### src/rtl/sio_status_pkg.sv
package sio_status_pkg;
  localparam int NFLAG = 10;

  // flag positions, fixed because software decodes them
  localparam int FI_FRAME  = 0;
  localparam int FI_PARITY = 1;
  localparam int FI_CTS    = 2;
  localparam int FI_OVR    = 3;
  localparam int FI_RXLVL  = 4;
  localparam int FI_TXONE  = 5;
  localparam int FI_TXLVL  = 6;
  localparam int FI_BRK    = 7;
  localparam int FI_RXIDLE = 8;
  localparam int FI_LBRK   = 9;

  typedef logic [NFLAG-1:0] flag_vec_t;

  typedef enum logic {CMP_GE_NZ = 1'b0, CMP_EQ = 1'b1} cmp_mode_e;
endpackage

### src/rtl/sio_lvl_edge.sv
module sio_lvl_edge
  import sio_status_pkg::*;
#(
  parameter int        W    = 6,
  parameter cmp_mode_e MODE = CMP_GE_NZ
) (
  input  logic         clk,
  input  logic         rst_n,
  input  logic [W-1:0] count,
  input  logic [W-1:0] thr,
  output logic         lvl_q,
  output logic         rise
);
  logic cmp;

  generate
    if (MODE == CMP_GE_NZ) begin : g_ge
      assign cmp = (thr != '0) && (count >= thr);
    end else begin : g_eq
      assign cmp = (count == thr);
    end
  endgenerate

  assign rise = cmp & ~lvl_q;

  always_ff @(posedge clk or negedge rst_n) begin
    if (!rst_n) lvl_q <= 1'b0;
    else        lvl_q <= cmp;
  end
endmodule

### src/rtl/sio_idle_timer.sv
module sio_idle_timer #(
  parameter int CW = 6,
  parameter int TW = 8
) (
  input  logic          clk,
  input  logic          rst_n,
  input  logic [CW-1:0] count,
  input  logic          push,
  input  logic          pop,
  input  logic          tick,
  input  logic [TW-1:0] limit,
  output logic          fire
);
  logic [TW-1:0] cnt_q, cnt_d;
  logic          done_q, done_d;
  logic          restart;
  logic [TW-1:0] cnt_inc;

  assign restart = push | pop | (count == '0);
  assign cnt_inc = cnt_q + TW'(1);

  always_comb begin
    cnt_d  = cnt_q;
    done_d = done_q;
    fire   = 1'b0;
    if (restart) begin
      cnt_d  = '0;
      done_d = 1'b0;
    end else if (tick && !done_q && (limit != '0)) begin
      if (cnt_inc == limit) begin
        fire   = 1'b1;
        done_d = 1'b1;
        cnt_d  = '0;
      end else begin
        cnt_d = cnt_inc;
      end
    end
  end

  always_ff @(posedge clk or negedge rst_n) begin
    if (!rst_n) begin
      cnt_q  <= '0;
      done_q <= 1'b0;
    end else begin
      cnt_q  <= cnt_d;
      done_q <= done_d;
    end
  end
endmodule

### src/rtl/sio_flag_bank.sv
module sio_flag_bank #(
  parameter int N = 10
) (
  input  logic         clk,
  input  logic         rst_n,
  input  logic [N-1:0] set,
  input  logic [N-1:0] clr,
  input  logic [N-1:0] en,
  output logic [N-1:0] flags_q,
  output logic         irq
);
  logic [N-1:0] flags_d;

  always_comb begin
    flags_d = (flags_q & ~clr) | set;
  end

  always_ff @(posedge clk or negedge rst_n) begin
    if (!rst_n) flags_q <= '0;
    else        flags_q <= flags_d;
  end

  assign irq = |(flags_q & en);


  w1c_chk: assert property (@(posedge clk) disable iff (!rst_n)
    (|(clr & ~set)) |=> ((flags_q & $past(clr & ~set)) == '0));


  set_wins_chk: assert property (@(posedge clk) disable iff (!rst_n)
    (|set) |=> ((flags_q & $past(set)) == $past(set)));
endmodule

### src/rtl/sio_flush_ctl.sv
module sio_flush_ctl (
  input  logic clk,
  input  logic rst_n,
  input  logic port_en,
  input  logic tx_bit,
  input  logic rx_bit,
  output logic tx_req,
  output logic rx_req
);
  logic tx_d, rx_d;

  always_comb begin
    tx_d = tx_bit | ~port_en;
    rx_d = rx_bit | ~port_en;
  end

  always_ff @(posedge clk or negedge rst_n) begin
    if (!rst_n) begin
      tx_req <= 1'b0;
      rx_req <= 1'b0;
    end else begin
      tx_req <= tx_d;
      rx_req <= rx_d;
    end
  end


  flush_dis_chk: assert property (@(posedge clk) disable iff (!rst_n)
    !port_en |=> (tx_req && rx_req));
endmodule

### src/rtl/sio_status_irq.sv
module sio_status_irq
  import sio_status_pkg::*;
#(
  parameter int CW = 6,
  parameter int TW = 8
) (
  input  logic             clk,
  input  logic             rst_n,
  input  logic             port_en,
  input  logic             tx_flush_bit,
  input  logic             rx_flush_bit,
  input  logic [CW-1:0]    rx_count,
  input  logic [CW-1:0]    tx_count,
  input  logic             rx_push,
  input  logic             rx_pop,
  input  logic             char_tick,
  input  logic             rx_frame_err,
  input  logic             rx_parity_err,
  input  logic             rx_overrun,
  input  logic             rx_break,
  input  logic             rx_last_break,
  input  logic             cts_in,
  input  logic [CW-1:0]    rx_thr,
  input  logic [CW-1:0]    tx_thr,
  input  logic [CW-1:0]    rts_thr,
  input  logic [TW-1:0]    idle_limit,
  input  logic [NFLAG-1:0] irq_en,
  input  logic [NFLAG-1:0] flag_clr,
  output logic [NFLAG-1:0] flags,
  output logic             irq,
  output logic             rts_o,
  output logic             rx_lvl_o,
  output logic             tx_lvl_o,
  output logic             tx_flush_req,
  output logic             rx_flush_req
);
  localparam logic [CW-1:0] ONE_LEFT = CW'(1);

  logic      rx_lvl_rise, tx_lvl_rise, tx_one_rise, tx_one_q;
  logic      idle_fire;
  logic      cts_q, cts_vld_q, cts_chg;
  logic      rts_d;
  flag_vec_t set_vec;

  // clear-to-send change detect, first clock after reset only primes
  always_comb cts_chg = cts_vld_q & (cts_in ^ cts_q);

  always_ff @(posedge clk or negedge rst_n) begin
    if (!rst_n) begin
      cts_q     <= 1'b0;
      cts_vld_q <= 1'b0;
    end else begin
      cts_q     <= cts_in;
      cts_vld_q <= 1'b1;
    end
  end

  // request-to-send, high while the receive queue is below its stop level
  always_comb rts_d = (rx_count < rts_thr);

  always_ff @(posedge clk or negedge rst_n) begin
    if (!rst_n) rts_o <= 1'b0;
    else        rts_o <= rts_d;
  end

  sio_lvl_edge #(.W(CW), .MODE(CMP_GE_NZ)) u_rx_lvl (
    .clk(clk), .rst_n(rst_n), .count(rx_count), .thr(rx_thr),
    .lvl_q(rx_lvl_o), .rise(rx_lvl_rise));

  sio_lvl_edge #(.W(CW), .MODE(CMP_GE_NZ)) u_tx_lvl (
    .clk(clk), .rst_n(rst_n), .count(tx_count), .thr(tx_thr),
    .lvl_q(tx_lvl_o), .rise(tx_lvl_rise));

  sio_lvl_edge #(.W(CW), .MODE(CMP_EQ)) u_tx_one (
    .clk(clk), .rst_n(rst_n), .count(tx_count), .thr(ONE_LEFT),
    .lvl_q(tx_one_q), .rise(tx_one_rise));

  sio_idle_timer #(.CW(CW), .TW(TW)) u_idle (
    .clk(clk), .rst_n(rst_n), .count(rx_count), .push(rx_push),
    .pop(rx_pop), .tick(char_tick), .limit(idle_limit), .fire(idle_fire));

  always_comb begin
    set_vec            = '0;
    set_vec[FI_FRAME]  = rx_frame_err;
    set_vec[FI_PARITY] = rx_parity_err;
    set_vec[FI_CTS]    = cts_chg;
    set_vec[FI_OVR]    = rx_overrun;
    set_vec[FI_RXLVL]  = rx_lvl_rise;
    set_vec[FI_TXONE]  = tx_one_rise;
    set_vec[FI_TXLVL]  = tx_lvl_rise;
    set_vec[FI_BRK]    = rx_break;
    set_vec[FI_RXIDLE] = idle_fire;
    set_vec[FI_LBRK]   = rx_last_break;
  end

  sio_flag_bank #(.N(NFLAG)) u_flags (
    .clk(clk), .rst_n(rst_n), .set(set_vec), .clr(flag_clr),
    .en(irq_en), .flags_q(flags), .irq(irq));

  sio_flush_ctl u_flush (
    .clk(clk), .rst_n(rst_n), .port_en(port_en),
    .tx_bit(tx_flush_bit), .rx_bit(rx_flush_bit),
    .tx_req(tx_flush_req), .rx_req(rx_flush_req));


  rx_lvl_rise_chk: assert property (@(posedge clk) disable iff (!rst_n)
    $rose(rx_lvl_o) |-> flags[FI_RXLVL]);


  tx_one_chk: assert property (@(posedge clk) disable iff (!rst_n)
    $rose(tx_one_q) |-> flags[FI_TXONE]);


  rts_stop_chk: assert property (@(posedge clk) disable iff (!rst_n)
    (rx_count >= rts_thr) |=> !rts_o);


  idle_src_chk: assert property (@(posedge clk) disable iff (!rst_n)
    $rose(flags[FI_RXIDLE]) |-> $past(rx_count != '0));
endmodule

### config.mk
export PLATFORM = sky130hd
export DESIGN_NAME = sio_status_irq
export DESIGN_NICKNAME = d
export VERILOG_FILES = /design/src/rtl/sio_status_pkg.sv /design/src/rtl/sio_lvl_edge.sv /design/src/rtl/sio_idle_timer.sv /design/src/rtl/sio_flag_bank.sv /design/src/rtl/sio_flush_ctl.sv /design/src/rtl/sio_status_irq.sv
export SDC_FILE = /design/constraint.sdc
export NUM_CORES = 1
export LEC_CHECK = 0
export ABC_AREA = 1
export BUFFER_PORTS_ARGS = -buffer_cell sky130_fd_sc_hd__buf_2
export CAP_MARGIN = 30
export CORE_AREA = 2 2 83 85
export DETAILED_ROUTE_END_ITERATION = 7
export DIE_AREA = 0 0 85 87
export PLACE_DENSITY = 0.6
export SLEW_MARGIN = 20
export SYNTH_ARGS = -nofsm -noshare
export SYNTH_HDL_FRONTEND = slang
export SYNTH_SLANG_ARGS = --single-unit
export TNS_END_PERCENT = 50
### constraint.sdc
create_clock -name clk -period 2.39 [get_ports clk]
set_input_delay 0.478 -clock clk [delete_from_list [all_inputs] [get_ports clk]]
set_output_delay 0.478 -clock clk [all_outputs]
set_load 0.02 [all_outputs]
==> metrics.yaml <==
crit_path_cell_trace: "a22o_1 -> a221oi_1 -> nand4_1 -> buf_2"
hold_slack_ns: 0.212
nFillCells: 693
synth.yosys.seq_area_share_pct: 34.4
synth-edff-count: 0
dieArea_um2: 7400
share_of_final_layout_standard_cells_stronger_than_drive_strength_1_pct: 31.3
row_count: 30
syn_avg_cell_area_um2: 7.52
r2r_start: "u_idle.cnt_q[0]"
critPathRequiredTime_ns: 1.91
ioPinCount: 88
element_type_at_the_critical_path_start: "register"
fraction_of_post_synthesis_cell_area_in_the_top_cell_type_by_area_pct: 34.4
timing.setup.tns_ns: 0
synthToLayoutAreaGrowth_pct: 29.8
clk_transition_reported_paths_ns: 0.10
tightest_slew_ns: 0.649
cts.repair_timing.setup_buffer_count: 0
synth.most_common_cell: "sky130_fd_sc_hd__inv_1"
final_cell_count_no_fill: 432
clk_latency_ns: 0.28
power_density_nw_per_um2: 417
unique_masters_post_synth: 28
via_count: 1966
finalWirelength_um: 4850
ys.warnings.count: 0
regToRegEndpoint: "u_idle.cnt_q[4]"
globalRouteTotalUtil_pct: 13.5
result_of_the_run: "completed"
detail_route.first_pass.iterations: 4
critPathArrivalTime_ns: 1.55
syn_nets: 351
synth_seq_cells: 27
fin_crit_sh_pct: 84.8
routed.top_layer: "met4"
grt_first_pass_wirelength_um: 8180
clock_tree.htree_level_count: 1
maxSlewViolCount: 0
post-synth-top-area-cell: "sky130_fd_sc_hd__dfrtp_1"
die_height_um: 87
detailroute.wirelength.met3_um: 248
gp_routability_congestion: 0.847
ys_async_sr_fraction_pct: 100
grt_pass1_vias: 1889
netlist_top_cells_area: "sky130_fd_sc_hd__dfrtp_1 (34%), sky130_fd_sc_hd__inv_1 (12%), sky130_fd_sc_hd__ha_1 (11%)"
overflow: 0
delay_of_the_slowest_critical_path_stage_ns: 0.41
design.final.nets: 443
routed-wl-met2_um: 2390
sequential_cell_area_um2: 676
cts_sinks: 27
crit_path_end_kind: "output port"
post_drt_via_cell_ratio: 4.55
max_cap_violations: 0
routedLengthMet1_um: 2180
number_of_antenna_violations_at_the_first_check_in_global_routing: 0
timing.critical_path.slowest_stage_cell: "sky130_fd_sc_hd__dfrtp_1"
floorplan.initialDensity_pct: 29.9
finClkSkew_ns: 0.00170
grt_setup_unrepaired: "no"
detailedPlacementHpwl_um: 4090
num_antenna_cells: 0
finalWorstPathRequiredPeriod_ns: 2.03
buffer_levels_on_the_longest_clock_path: 2
timing_worst_setup_path_type: "reg -> out"
die-width_um: 85
multi_input_comb_area_um2: 1050
first_iter_violations: 58
synth_ff_type: "sky130_fd_sc_hd__dfrtp_1"
cts_hold_repair.buffers: 0
reg2reg_slack_ns: 0.63
critical_path_peak_fanout: 3
reg2regPathDepth: 9
number_of_nets_with_antenna_violations_after_detailed_routing: 0
synth.top_cells.by_count: "sky130_fd_sc_hd__inv_1 (62), sky130_fd_sc_hd__nand2_1 (51), sky130_fd_sc_hd__dfrtp_1 (27), sky130_fd_sc_hd__nand3_1 (27), sky130_fd_sc_hd__ha_1 (18)"
fmax_mhz: 493
post_synth_instance_area_um2: 1960
netlist_instances: 261
worst_slew_margin_rel_pct: 56.7
place_inst: 428
hold_path.class: "in -> async"
ir_drop_uv: 190
floorplan.core_area_um2: 6570
wire_per_inst_um: 11.2
tritoncts.num_buffers: 3
postCtsResizedCells: 0
port_buffers: 87
grt_start_max_net_pins: 28
final_report_hold_violation_count: 0
cts_tree: "done"
root_buffer: "sky130_fd_sc_hd__clkbuf_8"
report.final.setup_viol: 0
static-leakage-power_uw: 0.00145
detail_route.drc_violations: 0
-- cell type report --
cell class	instances	area share (%)
clock buffers	3	1.62
clock inverters	1	0.344
inverters	62	9.14
multi-input cells	172	41.4
flip-flops and latches	27	26.5
well taps	80	3.93
repair buffers	87	17.1
-- per-layer routing --
layer  GRT usage (%)  up-vias
li1                -     1031
met1            17.4      869
met2            24.3       64
met3            1.14        2
met4            3.75        0
met5               0        -
-- how the worst max path moves through the flow --
stage / start / end / slack, ns / cells past startpoint
floorplan: irq_en[9] / irq / 0.77 / 3
global placement: irq_en[9] / irq / 0.39 / 5
detailed placement: irq_en[9] / irq / 0.41 / 5
CTS: u_flags.flags_q[8] / irq / 0.28 / 4
global route: u_flags.flags_q[8] / irq / 0.22 / 4
finish: u_flags.flags_q[8] / irq / 0.36 / 4
-- power by group --
| group | internal, uW | total, uW | leakage (uW) | switching, uW |
|---|---|---|---|---|
| clock | 123 | 283 | 0.0000261 | 160 |
| combinational | 119 | 276 | 0.00109 | 156 |
| sequential | 484 | 504 | 0.000336 | 20.6 |
-- critical path, delay by kind of cell (launching register included) --
family / cells / cell delay (ns)
buffers and inverters: 1 / 0.18
AO/OA/AOI/OAI: 2 / 0.53
AND/OR/NAND/NOR: 1 / 0.15
flip-flops: 1 / 0.41
-- logic make-up after synthesis --
logic type | synth area share, %
DFF | 34.4
buffers and inverters | 11.9
adders and majority gates | 11.5
xor gates and xnor gates | 0.893
AOI/OAI and AO/OA | 13.5
other | 0.191
and+or+nand+nor | 27.7
-- registers in the layout, indices dropped and copies added (netlist names) --
signal           cells
rts_o                1
cts_vld_q            1
u_rx_lvl.lvl_q       1
cts_q                1
u_tx_lvl.lvl_q       1
u_idle.done_q        1
u_idle.cnt_q         8
u_flush.tx_req       1
u_flags.flags_q     10
u_tx_one.lvl_q       1
u_flush.rx_req       1
-- stage by stage --
stage | instance area (um^2) | worst slack, ns | utilization, % | power, uW
after floorplan | 1960 | 0.767 | - | 660
after global placement | 2500 | 0.394 | 38.0 | 786
after detailed placement | 2500 | 0.407 | 38.0 | 793
after CTS | 2550 | 0.283 | 38.8 | 1090
after global routing | 2550 | 0.224 | 38.8 | 1130
final | 2550 | 0.363 | 38.8 | 1060
-- cell usage in the layout (no fill, tap or decap), drive strengths merged --
master	instances
buf	87
nand4	8
nor4	2
nand3	29
o22ai	4
a22o	2
conb	1
nand2	56
a221oi	2
o21ai	10
o221a	1
nor2	18
ha	18
a21oi	7
xnor2	1
o2111ai	2
dfrtp	27
nor3b	1
inv	63
o211ai	3
xor2	1
clkbuf	3
o21bai	6
Note: power is estimated with default switching activity, not from simulation.
